===== config.mk =====
export PLATFORM = sky130hd
export DESIGN_NAME = vsync_field_detector
export DESIGN_NICKNAME = d
export VERILOG_FILES = /design/src/rtl/vsd_pkg.sv /design/src/rtl/vsd_integrator.sv /design/src/rtl/vsd_fallback.sv /design/src/rtl/vsd_vpulse.sv /design/src/rtl/vsync_field_detector.sv
export SDC_FILE = /design/constraint.sdc
export NUM_CORES = 1
export LEC_CHECK = 0
export ABC_AREA = 1
export CAP_MARGIN = 20
export CORE_MARGIN = 3
export CORE_UTILIZATION = 28
export CTS_BUF_LIST = sky130_fd_sc_hd__clkbuf_4 sky130_fd_sc_hd__clkbuf_8
export DETAILED_ROUTE_END_ITERATION = 12
export GPL_TIMING_DRIVEN = 0
export HOLD_SLACK_MARGIN = 0.02
export MAX_ROUTING_LAYER = met4
export SLEW_MARGIN = 20
export SYNTH_ARGS = -nofsm -noshare
export SYNTH_HDL_FRONTEND = slang
export SYNTH_SLANG_ARGS = --single-unit

===== constraint.sdc =====
create_clock -name clk -period 3.1 [get_ports clk]
set_clock_uncertainty 0.05 [all_clocks]
set_input_delay 0.62 -clock clk [delete_from_list [all_inputs] [get_ports clk]]
set_output_delay 0.62 -clock clk [all_outputs]
set_load 0.02 [all_outputs]

===== src/rtl/vsd_pkg.sv =====
package vsd_pkg;

  // Sync edge event plus the integrator's vertical flag, one per sample
  typedef struct packed {
    logic rise;   // low-to-high transition of sync seen this cycle
    logic flag;   // integrator at or above threshold
  } sync_evt_t;

endpackage


===== src/rtl/vsd_integrator.sv =====
module vsd_integrator
  import vsd_pkg::*;
#(
  parameter int ACC_MAX    = 40,
  parameter int ACC_THRESH = 20
) (
  input  logic      clk,
  input  logic      rst,
  input  logic      csync_n,
  output sync_evt_t evt
);

  localparam int ACC_W = $clog2(ACC_MAX + 1);
  localparam logic [ACC_W-1:0] CEIL = ACC_W'(ACC_MAX);
  localparam logic [ACC_W-1:0] THR  = ACC_W'(ACC_THRESH);

  logic             smp_q, smp_d;
  logic [ACC_W-1:0] acc_q;

  always_ff @(posedge clk) begin
    if (rst) begin
      smp_q <= 1'b1;
      smp_d <= 1'b1;
      acc_q <= '0;
    end else begin
      smp_q <= csync_n;
      smp_d <= smp_q;
      if (smp_q) begin
        if (acc_q != '0) acc_q <= acc_q - 1'b1;
      end else begin
        if (acc_q != CEIL) acc_q <= acc_q + 1'b1;
      end
    end
  end

  always_comb begin
    evt.rise = smp_q & ~smp_d;
    evt.flag = (acc_q >= THR);
  end

  AST_ACC_CEIL: assert property (@(posedge clk) disable iff (rst)
    acc_q <= CEIL);

endmodule


===== src/rtl/vsd_fallback.sv =====
module vsd_fallback #(
  parameter int FALLBACK_CYC = 64
) (
  input  logic clk,
  input  logic rst,
  input  logic arm,
  output logic fire
);

  localparam int FB_W = $clog2(FALLBACK_CYC + 1);
  localparam logic [FB_W-1:0] LAST = FB_W'(FALLBACK_CYC - 1);

  logic [FB_W-1:0] cnt_q;

  assign fire = arm && (cnt_q == LAST);

  always_ff @(posedge clk) begin
    if (rst || !arm || fire) cnt_q <= '0;
    else                     cnt_q <= cnt_q + 1'b1;
  end

  AST_FB_RANGE: assert property (@(posedge clk) disable iff (rst)
    cnt_q <= LAST);

endmodule


===== src/rtl/vsd_vpulse.sv =====
module vsd_vpulse
  import vsd_pkg::*;
(
  input  logic      clk,
  input  logic      rst,
  input  sync_evt_t evt,
  input  logic      fire,
  input  logic      href,
  output logic      vsync_n,
  output logic      field_odd
);

  always_ff @(posedge clk) begin
    if (rst) begin
      vsync_n   <= 1'b1;
      field_odd <= 1'b0;
    end else if (evt.rise) begin
      vsync_n <= ~evt.flag;
      if (!evt.flag && !vsync_n) field_odd <= href;
    end else if (fire) begin
      vsync_n <= 1'b0;
    end
  end

  AST_START_NEEDS_FLAG: assert property (@(posedge clk) disable iff (rst)
    $fell(vsync_n) |-> $past(evt.flag));
  AST_END_ON_EDGE: assert property (@(posedge clk) disable iff (rst)
    $rose(vsync_n) |-> $past(evt.rise && !evt.flag));
  AST_FIELD_HOLD: assert property (@(posedge clk) disable iff (rst)
    !$rose(vsync_n) |-> $stable(field_odd));

endmodule


===== src/rtl/vsync_field_detector.sv =====
module vsync_field_detector
  import vsd_pkg::*;
#(
  parameter int ACC_MAX      = 40,
  parameter int ACC_THRESH   = 20,
  parameter int FALLBACK_CYC = 64
) (
  input  logic clk,
  input  logic rst,
  input  logic csync_n,
  input  logic href,
  output logic vsync_n,
  output logic field_odd
);

  sync_evt_t evt;
  logic      fb_arm;
  logic      fb_fire;

  vsd_integrator #(
    .ACC_MAX   (ACC_MAX),
    .ACC_THRESH(ACC_THRESH)
  ) u_integ (
    .clk    (clk),
    .rst    (rst),
    .csync_n(csync_n),
    .evt    (evt)
  );

  assign fb_arm = evt.flag & vsync_n;

  vsd_fallback #(
    .FALLBACK_CYC(FALLBACK_CYC)
  ) u_fallback (
    .clk (clk),
    .rst (rst),
    .arm (fb_arm),
    .fire(fb_fire)
  );

  vsd_vpulse u_vpulse (
    .clk      (clk),
    .rst      (rst),
    .evt      (evt),
    .fire     (fb_fire),
    .href     (href),
    .vsync_n  (vsync_n),
    .field_odd(field_odd)
  );

endmodule


==> results.cfg <==
[detailed_routing]
drtIter0Drc = 14
drt_pass1_iterations = 3
ant_nets = 0
drc_errors = 0
vias_per_cell = 4.16
wl_per_cell_um = 8.98
routed_wl_um = 1490
num_vias = 691

[synthesis]
yosysMostFrequentCell = nand2_1
synth-async-reset-ratio_pct = 0
synth_edf_count = 0
synth.net_count = 125
synth_top_area_share_pct = 38.3
ys_seq_area_share_pct = 38.3
synth_warnings = 0
synth_common_cells = 22 x nand2_1, 20 x inv_1, 17 x dfxtp_1
synth_cell_types = 25
synth_ff_type = dfxtp_1
syn_avg_cell_area_um2 = 7.74
synth.area.top_cells = dfxtp_1 38%, nand2_1 9.3%, inv_1 8.4%
postSynthCellCount = 115
ys_ff_latch = 17
yosysTopAreaCell = dfxtp_1
synth_area_um2 = 890

[critical_path]
crit_chain = clkdlybuf4s50_1
reg2reg_slack_ps = 1480
crit_path_top_delay_cell = clkdlybuf4s50_1
reg2reg_depth = 5
path_class = reg2out
cp.required_ps = 2430
crit_end = vsync_n
cp.arrival_ps = 1300
reg2reg_from = u_integ.smp_q
endpoint_kind = primary output
worstPathMaxFanout = 4
cp_num_buf_inv = 1
r2r_end = u_integ.acc_q[4]
max_stage_delay_ps = 620
crit_start = u_vpulse.vsync_n
startpoint_type = flip-flop
cp.depth = 1
cpLargestDelayFamily = buffers and inverters

[clocking]
clkTransAtPathRegs_ps = 100
clk_latency_ps = 290
cts_tree = yes
numClockSinks = 17
cts_htree_levels = 1
cts_root_buffer = clkbuf_4
cts_setup_buffers = 0
cts_buffer_depth = 2
hold_buffers = 0
cts_resized = 0
numCtsBuffers = 3

[floorplanning]
start_util_pct = 30.7
core_um2 = 2900
die_h_um = 62.4
fp.dieW_um = 62.4
io_pins = 6
row_count = 19
dieArea_um2 = 3890

[hold_path]
hp-start = u_fallback.cnt_q[0]
hold_class = reg2reg

[global_routing]
grtUsageTotal_pct = 8.91
grt_pass1_wl_um = 2720
grt_overflow = 0
antenna_found_initial = 0
grt_max_degree = 11
grt_pass1_vias = 691

[timing]
slew_headroom_pct = 77.5
drv_slew = 0
finalCriticalPeriod_ps = 1970
worstMarginPinSlew_ps = 337
finalHoldViolations = 0
grt_setup_unrepaired = false
timing.fmax_mhz = 506
fin_crit_sh_pct = 63.7
hold-worst-slack_ps = 404
setup_viol = 0
tns_ps = 0

[pwr]
power_density_nw_per_um2 = 742
power_uw = 757
ir_worst_vdd_mv = 0.440
leakage_nw = 0.456

[outcome]
status = finished clean

[finish]
diodes = 0
layout-drive-gt1-share_pct = 13.7
nFillCells = 316
nets = 135
seqCellArea_um2 = 340
multi_input_area_um2 = 470
syn_to_final_growth_pct = 14.6

[placed_design]
port_buffers = 5
post-dp-hpwl_um = 1230
globalplace.congestion = 0.706

[run]
maxCapViolCount = 0
==> registers in the layout, indices dropped and copies added, names as in the netlist <==
name / count
u_integ.acc_q: 6
u_vpulse.field_odd: 1
u_fallback.cnt_q: 7
u_integ.smp_q: 1
u_integ.smp_d: 1
u_vpulse.vsync_n: 1
==> logic make-up (layout without fill, tap and decap cells) <==
logic type / after synthesis / after routing / synth area share (%)
compound gates: 8 / 8 / 6.19
xor+xnor: 7 / 7 / 6.89
fa+ha+maj: 6 / 6 / 9.28
buf+inv: 21 / 30 / 8.86
flops: 17 / 17 / 38.3
simple gates: 56 / 56 / 30.5
==> final cells by class <==
cell class / instances / area share [%]
Inverter: 21 / 7.73
Sequential cell: 17 / 33.4
Multi-Input combinational cell: 77 / 46.1
Timing Repair Buffer: 5 / 4.91
Clock buffer: 3 / 2.21
Clock inverter: 1 / 0.491
Tap cell: 42 / 5.15
==> worst min-delay path by stage <==
stage | end | slack [ps] | cells after the start
global route | u_fallback.cnt_q[0] | 440 | 1
CTS | u_fallback.cnt_q[0] | 410 | 1
floorplan | u_fallback.cnt_q[0] | 370 | 1
finish | u_fallback.cnt_q[0] | 400 | 1
detailed placement | u_fallback.cnt_q[0] | 390 | 1
global placement | u_fallback.cnt_q[0] | 380 | 1
==> placed cells by master (no fill, tap or decap), drive strengths merged <==
master	Yosys	layout
a21oi	5	5
xor2	3	3
nor2	16	16
or2	3	3
xnor2	4	4
nand3	10	10
clkdlybuf4s50	0	5
fa	1	1
inv	21	21
nor3	3	3
ha	5	5
nand4	1	1
clkbuf	0	3
nand2	23	23
o21ai	3	3
dfxtp	17	17
clkinv	0	1
==> worst reg2reg max path, stage by stage (launching register included) <==
cell	delay, ps
dfxtp_1	530
inv_2	100
fa_1	420
o21ai_0	230
xnor2_1	140
nor2_1	60
==> report_power, final <==
group	total [mW]	internal [mW]	leakage (nW)	switching (mW)
Sequential	0.295	0.259	0.139	0.0364
Clock	0.118	0.0479	0.0177	0.0702
Combinational	0.344	0.142	0.299	0.202
Total	0.757	0.448	0.456	0.308
==> metrics by stage <==
stage / area [µm²] / utilization [%] / setup WS (ps) / instances
after global routing: 1020 / 35.2 / 1070 / 166
after detailed placement: 992 / 34.2 / 1250 / 162
after global placement: 992 / 34.2 / 1290 / 162
final: 1020 / 35.2 / 1130 / 166
after CTS: 1020 / 35.2 / 1110 / 166
after floorplan: 890 / - / 1650 / 115
==> routing by layer <==
metal	up-vias	share of wire [%]	track usage (%)
met3	0	4.1	4.32
met4	0	0	1.65
met1	312	45	9.25
met5	-	0	-
met2	8	50	15.5
li1	371	-	-
(Power assumes the default switching activity.)
